[config.mk]
export PLATFORM = sky130hd
export DESIGN_NAME = card_slot_ctrl
export DESIGN_NICKNAME = d
export VERILOG_FILES = /design/src/rtl/card_slot_pkg.sv /design/src/rtl/slot_presence_sync.sv /design/src/rtl/slot_status_reg.sv /design/src/rtl/card_slot_ctrl.sv
export SDC_FILE = /design/constraint.sdc
export NUM_CORES = 1
export LEC_CHECK = 0
export ABC_CLOCK_PERIOD_IN_PS = 3500
export BUFFER_PORTS_ARGS = -buffer_cell sky130_fd_sc_hd__buf_2
export CAP_MARGIN = 40
export CORE_ASPECT_RATIO = 1.4
export CORE_MARGIN = 4
export CORE_UTILIZATION = 41
export CTS_BUF_LIST = sky130_fd_sc_hd__clkbuf_8
export DETAILED_ROUTE_END_ITERATION = 16
export MAX_ROUTING_LAYER = met4
export PLACE_DENSITY = 0.65
export SLEW_MARGIN = 10
export SYNTH_ARGS = -nofsm -noshare
export SYNTH_HDL_FRONTEND = slang
export SYNTH_HIERARCHICAL = 1
export SYNTH_SLANG_ARGS = --single-unit
[constraint.sdc]
create_clock -name clk -period 3.5 [get_ports clk]
set_input_delay 0.525 -clock clk [delete_from_list [all_inputs] [get_ports clk]]
set_output_delay 0.525 -clock clk [all_outputs]
set_load 0.005 [all_outputs]
[src/rtl/card_slot_pkg.sv]
`timescale 1ns/1ps
// Shared constants for the banked card slot controller.
// Assumes at most eight slots so the pending summary fits one byte.
package card_slot_pkg;
    localparam logic [7:0] SEL_ADDR     = 8'h48;
    localparam logic [7:0] PORT_ADDR    = 8'h40;
    localparam logic [7:0] SUMMARY_ADDR = 8'h42;
    localparam logic [7:0] STRAP_OFFSET = 8'h04;
    localparam logic [7:0] VERSION_BYTE = 8'hC1;
    localparam int unsigned CTL_START = 0;
    localparam int unsigned CTL_WARM  = 1;
    localparam int unsigned CTL_5V    = 2;
    localparam int unsigned CTL_IOEN  = 6;
endpackage

[src/rtl/slot_presence_sync.sv]
`timescale 1ns/1ps
// Synchronizes raw card presence levels with two flops per slot and flags
// any edge of the synchronized level. Assumes raw inputs are asynchronous.
module slot_presence_sync #(
    parameter int unsigned NUM_SLOTS = 5
) (
    input  logic                 clk,
    input  logic                 rst_n,
    input  logic [NUM_SLOTS-1:0] raw_present,
    output logic [NUM_SLOTS-1:0] present_lvl,
    output logic [NUM_SLOTS-1:0] present_chg
);
    logic [NUM_SLOTS-1:0] meta_q;
    logic [NUM_SLOTS-1:0] sync_q;
    logic [NUM_SLOTS-1:0] prev_q;

    // Two-stage synchronizer plus history flop for edge detection.
    always_ff @(posedge clk) begin
        if (!rst_n) begin
            meta_q <= '0;
            sync_q <= '0;
            prev_q <= '0;
        end else begin
            meta_q <= raw_present;
            sync_q <= meta_q;
            prev_q <= sync_q;
        end
    end

    // Level is the synchronized value; a change is any mismatch with history.
    always_comb begin
        present_lvl = sync_q;
        present_chg = sync_q ^ prev_q;
    end
endmodule

[src/rtl/slot_status_reg.sv]
`timescale 1ns/1ps
// One slot's status/control register: sticky change and supply flags that
// clear on read, plus control outputs loaded by writes. The warm reset is a
// single-cycle pulse. A synchronous clear restores the power-up state.
module slot_status_reg (
    input  logic       clk,
    input  logic       rst_n,
    input  logic       soft_clear,
    input  logic       pres_lvl,
    input  logic       pres_chg,
    input  logic       wr_en,
    input  logic       wr_start,
    input  logic       wr_warm,
    input  logic       wr_5v,
    input  logic       wr_ioen,
    input  logic       rd_clear,
    output logic [7:0] status,
    output logic       pending,
    output logic       start,
    output logic       sel_5v,
    output logic       ioen,
    output logic       warm
);
    logic chg_flag_q;
    logic supply_flag_q;

    // Flag and control state; a new change in the read cycle wins over clear.
    always_ff @(posedge clk) begin
        if (!rst_n || soft_clear) begin
            chg_flag_q    <= 1'b0;
            supply_flag_q <= 1'b1;
            start         <= 1'b0;
            sel_5v        <= 1'b0;
            ioen          <= 1'b0;
            warm          <= 1'b0;
        end else begin
            chg_flag_q    <= (chg_flag_q & ~rd_clear) | pres_chg;
            supply_flag_q <= supply_flag_q & ~rd_clear;
            warm          <= wr_en & wr_warm & ~warm;
            if (wr_en) begin
                start  <= wr_start;
                sel_5v <= wr_5v;
                ioen   <= wr_ioen;
            end
        end
    end

    // Read-side view of the slot and its pending indication.
    always_comb begin
        status  = {4'b0000, supply_flag_q, 1'b0, chg_flag_q, pres_lvl};
        pending = chg_flag_q | supply_flag_q;
    end
endmodule

[src/rtl/card_slot_ctrl.sv]
`timescale 1ns/1ps
// Banked status controller for several card slots behind a byte-wide slave
// bus. Decodes select, port and summary addresses, routes the port to the
// general bank or to one slot, drives the active-low interrupt and handles
// shutdown with a timed internal reset on wake. Assumes NUM_SLOTS <= 8 and
// WAKE_CYCLES >= 1.
module card_slot_ctrl #(
    parameter int unsigned NUM_SLOTS   = 5,
    parameter int unsigned WAKE_CYCLES = 4
) (
    input  logic                 clk,
    input  logic                 rst_n,
    input  logic                 addr_strap,
    input  logic [7:0]           bus_addr,
    input  logic                 bus_wr,
    input  logic [7:0]           bus_wdata,
    input  logic                 bus_rd,
    output logic [7:0]           bus_rdata,
    output logic                 bus_ack,
    input  logic [NUM_SLOTS-1:0] card_present,
    input  logic                 aux_irq_n,
    input  logic                 shutdown_n,
    output logic                 irq_n,
    output logic [NUM_SLOTS-1:0] slot_start,
    output logic [NUM_SLOTS-1:0] slot_5v,
    output logic [NUM_SLOTS-1:0] slot_ioen,
    output logic [NUM_SLOTS-1:0] slot_warm
);
    import card_slot_pkg::*;

    localparam int unsigned WAKE_W = $clog2(WAKE_CYCLES + 1);

    logic [7:0]           sel_q;
    logic                 sdn_q;
    logic [WAKE_W-1:0]    wake_cnt_q;
    logic                 wake_busy;
    logic                 bus_live;
    logic                 hit_sel, hit_port, hit_sum;
    logic                 access;
    logic [7:0]           strap_ofs;
    logic [7:0]           rd_mux;
    logic [NUM_SLOTS-1:0] pres_lvl, pres_chg;
    logic [NUM_SLOTS-1:0] slot_pend;
    logic [NUM_SLOTS-1:0] slot_wr, slot_rd;
    logic [7:0]           slot_stat [NUM_SLOTS];

    // Address decode, bus gating and per-slot strobes.
    always_comb begin
        strap_ofs = addr_strap ? STRAP_OFFSET : 8'h00;
        hit_sel   = bus_addr == (SEL_ADDR | strap_ofs);
        hit_port  = bus_addr == (PORT_ADDR | strap_ofs);
        hit_sum   = bus_addr == (SUMMARY_ADDR | strap_ofs);
        wake_busy = wake_cnt_q != '0;
        bus_live  = shutdown_n & sdn_q & ~wake_busy;
        access    = bus_live & (bus_rd | bus_wr) & (hit_sel | hit_port | hit_sum);
        for (int i = 0; i < NUM_SLOTS; i++) begin
            slot_wr[i] = bus_live & bus_wr & hit_port & (sel_q == 8'(i + 1));
            slot_rd[i] = bus_live & bus_rd & hit_port & (sel_q == 8'(i + 1));
        end
    end

    // Read data multiplexer over select, general bank and slot banks.
    always_comb begin
        rd_mux = 8'h00;
        if (hit_sel) begin
            rd_mux = sel_q;
        end else if (hit_port) begin
            if (sel_q == 8'h00) rd_mux = VERSION_BYTE;
            for (int i = 0; i < NUM_SLOTS; i++)
                if (sel_q == 8'(i + 1)) rd_mux = slot_stat[i];
        end else if (hit_sum && sel_q == 8'h00) begin
            rd_mux = 8'(slot_pend);
        end
    end

    // Shutdown edge tracking and wake-up internal reset counter.
    always_ff @(posedge clk) begin
        if (!rst_n) begin
            sdn_q      <= 1'b1;
            wake_cnt_q <= '0;
        end else begin
            sdn_q <= shutdown_n;
            if (shutdown_n && !sdn_q)
                wake_cnt_q <= WAKE_W'(WAKE_CYCLES);
            else if (wake_busy)
                wake_cnt_q <= wake_cnt_q - 1'b1;
        end
    end

    // Bank select register.
    always_ff @(posedge clk) begin
        if (!rst_n || wake_busy)
            sel_q <= 8'h00;
        else if (bus_live && bus_wr && hit_sel)
            sel_q <= bus_wdata;
    end

    // Registered acknowledge and read data.
    always_ff @(posedge clk) begin
        if (!rst_n) begin
            bus_ack   <= 1'b0;
            bus_rdata <= 8'h00;
        end else begin
            bus_ack   <= access;
            bus_rdata <= (access && bus_rd) ? rd_mux : 8'h00;
        end
    end

    // Interrupt line: released during reset and the wake window.
    always_ff @(posedge clk) begin
        if (!rst_n || wake_busy)
            irq_n <= 1'b1;
        else
            irq_n <= ~((|slot_pend) | ~aux_irq_n);
    end

    slot_presence_sync #(.NUM_SLOTS(NUM_SLOTS)) sync_i (
        .clk         (clk),
        .rst_n       (rst_n),
        .raw_present (card_present),
        .present_lvl (pres_lvl),
        .present_chg (pres_chg)
    );

    for (genvar g = 0; g < NUM_SLOTS; g++) begin : g_slot
        slot_status_reg slot_i (
            .clk        (clk),
            .rst_n      (rst_n),
            .soft_clear (wake_busy),
            .pres_lvl   (pres_lvl[g]),
            .pres_chg   (pres_chg[g]),
            .wr_en      (slot_wr[g]),
            .wr_start   (bus_wdata[CTL_START]),
            .wr_warm    (bus_wdata[CTL_WARM]),
            .wr_5v      (bus_wdata[CTL_5V]),
            .wr_ioen    (bus_wdata[CTL_IOEN]),
            .rd_clear   (slot_rd[g]),
            .status     (slot_stat[g]),
            .pending    (slot_pend[g]),
            .start      (slot_start[g]),
            .sel_5v     (slot_5v[g]),
            .ioen       (slot_ioen[g]),
            .warm       (slot_warm[g])
        );
    end
endmodule

# Yosys cells after proc, flatten, opt, wreduce, memory -nomap -nowiden
# Cells that the tools add are included.
# totals
ff_bits	67
output_inout_bits	30
inputBits	28
# classes
bitwise	67
n_addsub	1
n_reduce_logical	14
n_eq_ne	8
n_mux	12
# op_table
operator	n
two-way mux 8 bit	8
AND 1 bit	38
== test 8 x 7 -> 1 bit	3
== test 8 x 2 -> 1 bit (second input constant)	2
== test 8 x 3 -> 1 bit (second input constant)	2
inverter 1 bit	14
bitwise OR 1 bit	14
two-way mux 3 bit	3
== test 8 x 1 -> 1 bit (second input constant)	1
zero test 8 bit	1
logical AND 1 bit	5
two-way mux 5 bit	1
OR reduction 5 bit	1
XOR 5 bit	1
nonzero test 3 bit	1
subtractor 3 x 1 -> 3 bit (second input constant)	1
zero test 1 bit	2
AND reduction 2 bit	1
nonzero test 2 bit	1
OR reduction 2 bit	1
logical OR 1 bit	1

# Depth between registers and ports, before layout
# depth
depth_word	9
mapped_depth	9
ltp_nobuf	8

# By module
# The synthesis kept the hierarchy.
# by_module_without_submodules
module	n_inst	cells_per_inst	seq_area_each_um2	area_per_inst_um2
card_slot_ctrl	1	195	440.4	1564.0
slot_status_reg	5	30	120.1	280.3
slot_presence_sync	1	36	300.3	462.9

# Least setup slack after synthesis
# OpenSTA, ideal clock, no wires.
# synth_timing
path_kind	input to register
from	input port bus_addr[7]
to	register g_slot[0].slot_i.ioen
path_stages	6
required_time_ps	3386
path_slack_ps	1141
t_arrival_ps	2244
setup_time_ps	114
cell_sequence	or3b_4 -> nand4b_4 -> clkbuf_1 -> nor4_1 -> mux2i_1 -> nor2_1
# synth_via
elab_chain_len	3
# synth_lines
element	line	source
from (decl)	card_slot_ctrl.sv:14	input logic [7:0] bus_addr,
== test 8 x 7 -> 1 bit	card_slot_ctrl.sv:51	hit_port = bus_addr == (PORT_ADDR | strap_ofs);
AND 1 bit (2 in a row)	card_slot_ctrl.sv:57	slot_wr[i] = bus_live & bus_wr & hit_port & (sel_q == 8'(i + 1));
via slot_wr[0]	card_slot_ctrl.sv:44	logic [NUM_SLOTS-1:0] slot_wr, slot_rd;
to (signal assigned)	slot_status_reg.sv:43	ioen <= wr_ioen;
to (decl)	slot_status_reg.sv:21	output logic ioen,
# The timed path passes the listed nets, and every way through them passes these cells.
# A chain may end at the register's enable or synchronous reset.

# Worst setup path in the final report
# layout_timing
from	register wake_cnt_q[0]
to	register g_slot[3].slot_i.ioen
# layout_via
elab_chain_len	6
word_cells_on_any_way	7
cone_classes	bitwise: 5; reduce/logical: 2
# layout_lines
element	line	source
from (decl)	card_slot_ctrl.sv:35	logic [WAKE_W-1:0] wake_cnt_q;
from (signal assigned)	card_slot_ctrl.sv:84	wake_cnt_q <= WAKE_W'(WAKE_CYCLES);
from (signal assigned)	card_slot_ctrl.sv:86	wake_cnt_q <= wake_cnt_q - 1'b1;
nonzero test 3 bit	card_slot_ctrl.sv:53	wake_busy = wake_cnt_q != '0;
inverter 1 bit	card_slot_ctrl.sv:54	bus_live = shutdown_n & sdn_q & ~wake_busy;
AND 1 bit	card_slot_ctrl.sv:54	
AND 1 bit (3 in a row)	card_slot_ctrl.sv:57	
via slot_wr[3]	card_slot_ctrl.sv:44	
to (signal assigned)	slot_status_reg.sv:43	
to (decl)	slot_status_reg.sv:21	
# The timed path passes the listed nets, and every way through them passes these cells.

==> impl_metrics.toml <==
[outcome]
status = "complete, no violations"

[synthesis]
synth-seq-cells = 67
syn-cell-area_um2 = 3428
ys_warn_count = 6
synthMuxAreaShare_pct = 8.285
ys_seq_area_share_pct = 39.12
ys_types = 51
synth-xor-area-share_pct = 2.007
yosys.area_share.simple_pct = 26.09
synth_compound_area_share_pct = 10.36
synth_area_per_cell_um2 = 8.998
synth_top_family_by_area = "simple AND/OR/NAND/NOR gates"
yosys.area_share.adder_pct = 1.095
synth_edf_count = 0
yosysTopAreaCellShare_pct = 39.12
synth_top_cell_by_area = "dfxtp_1"
synth_area_leaders = "dfxtp_1 (39%), buf_4 (8.8%), mux2i_1 (7.3%)"
synthFlopType = "dfxtp_1"
syn_inst = 381
synth_async_sr_flop_share_pct = 0

[drt]
vias = 2539
drtIter0Drc = 142
dr.pass1.iters = 7
drcViolationCount = 0
ant_nets = 0
wl_per_cell_um = 13.52
via_per_inst = 4.782
wl_um = 7179

[clock_tree]
insertion_delay_ps = 330
cts_tree = "done"
numClockSinks = 67
htree_levels = 3
postCtsSetupRepairBufs = 0
hold_buffers = 0
clock-root-buffer = "clkbuf_8"
cts-buffers-inserted = 9
cts.path.max_buffers = 2
cts_resized = 0
path_clk_slew_ps = 70

[sta]
rsz0062_at_grt = "no"
setup_tns_ps = 0
fin_hold_ws_ps = 396.5
min_period_over_period_pct = 74.84
tightest_slew_ps = 846.2
setup_viol = 0
slew_violations = 0
finalClockSkew_ps = 7.690
relSlewSlack_pct = 43.06
fmax_ghz = 0.3818
finalHoldViolCount = 0
min_period_ps = 2619

[worst_setup_path]
cp.arrival_ps = 2850
cp_cell_sequence = "inv_1, ha_1, ha_1, and3_1, nand2_1, nor4_1, mux2i_1, nor2_1"
critical_path_peak_fanout = 7
cpMostUsedCell = "ha_1"
crit_family = "simple AND/OR/NAND/NOR gates"
worstSetupStartpointType = "flop"
cp.required_ps = 3730
crit_path_top_delay_cell = "nor4_1"
end_kind = "flop"
path_buf_inv = 1
path_class = "flop to flop"
slowest_delay_ps = 760

[floorplan]
die_h_um = 116.2
rows = 39
die_area_um2 = 9909
coreArea_um2 = 8149
die_w_um = 85.28
start_util_pct = 42.07
io_pins = 58

[layout]
fillCellCount = 812
antenna_cells = 0
postLayoutCellArea_um2 = 3766
area_delta_synth_final_pct = 9.854
drive_gt1_share_pct = 27.97
layout_common_cells = "dfxtp_1 (67), buf_2 (57), nor2_1 (41)"
final_common_cell = "dfxtp_1"
final_net_count = 455

[place]
place.gp.congestion = 0.9169
port_buffers = 57
place_area_um2 = 3605
dp_hpwl_um = 5476

[pwr]
power_density_nw_per_um2 = 444.8
peakVddDrop_uv = 247.8
p_leak_nw = 1.599

[global_route]
grt_usage_pct = 15.55
use_met3_pct = 2.541
grt_util_met2_pct = 27.02
antenna_found_initial = 0
grt_busiest_layer = "met2"
grtUsageMet1_pct = 17.32
grt-ovfl-total = 0
grt_max_degree = 26
grt_pass1_wl_um = 11850
grt_pass1_vias = 2524

[min_path]
holdCritPathClass = "input port to flop"

[flow_run]
max-cap-violations = 0
-- per-layer routing --
layer  vias to the layer above  wire (µm)
met5                         -          0
met4                         0        163
met3                        16        314
met2                        51       3688
met1                      1175       3011
li1                       1297          -
-- synthesized netlist by cell type, types with 6 or more instances --
cell      number
dfxtp_1       67
nor2_1        41
buf_4         40
mux2i_1       25
nand2_1       23
inv_1         17
a21oi_1       15
nand2b_1      13
o21ai_0       12
and2_2        11
nor3_1        10
clkbuf_1       9
nand3_1        7
nor4_1         7
xor2_1         6
-- cell families (layout without fill, tap and decap cells) --
logic type,count (synthesis),after routing
AO/OA/AOI/OAI,53,53
flip-flops,67,67
buffers and inverters,69,97
AND/OR/NAND/NOR,149,149
multiplexers,28,28
adder cells (fa/ha/maj),3,3
other,5,25
XOR/XNOR,7,7
-- power by group --
group / switching (mW) / internal (mW)
clock: 0.296 / 0.248
combinational: 0.181 / 0.135
sequential: 0.0183 / 0.796
-- flip-flops by register name, summed over array words and instances, names as in the netlist --
register,flops
bus_rdata,8
g_slot.slot_i/start,5
sdn_q,1
g_slot.slot_i/chg_flag_q,5
g_slot.slot_i/supply_flag_q,5
g_slot.slot_i/ioen,5
g_slot.slot_i/warm,5
sync_i/present_lvl,5
bus_ack,1
sel_q,8
sync_i/prev_q,5
wake_cnt_q,3
g_slot.slot_i/sel_5v,5
sync_i/meta_q,5
irq_n,1
-- final timing paths --
path / endpoint / depth (start not counted) / slack [ps] / start
worst max-delay path: g_slot[3].slot_i/ioen / 8 / 880 / wake_cnt_q[0]
worst min-delay path: sync_i/meta_q[1] / 2 / 400 / card_present[1]
worst max register to register: g_slot[3].slot_i/ioen / 8 / 880 / wake_cnt_q[0]
worst min register to register: g_slot[2].slot_i/warm / 1 / 420 / g_slot[2].slot_i/warm
-- final cells by class --
type / instances / area, µm² / area share (%)
timing repair buffer: 64 / 337.8 / 8.970
multi-input combinational: 265 / 1734 / 46.05
clock buffer: 9 / 123.9 / 3.289
inverter: 17 / 63.81 / 1.694
sequential: 67 / 1341 / 35.61
clock inverter: 7 / 37.54 / 0.9967
tap: 102 / 127.6 / 3.389
-- through the flow --
step / setup slack (ps) / utilization (%) / std cells / total power, mW
final: 880.7 / 46.22 / 531 / 1.675
after global routing: 611.5 / 46.22 / 531 / 1.766
after CTS: 871.0 / 46.22 / 531 / 1.700
after detailed placement: 890.8 / 44.23 / 515 / 1.150
after global placement: 994.3 / 44.23 / 515 / 1.138
after floorplan: 1141 / - / 401 / 1.097
(Power assumes the default switching activity.)
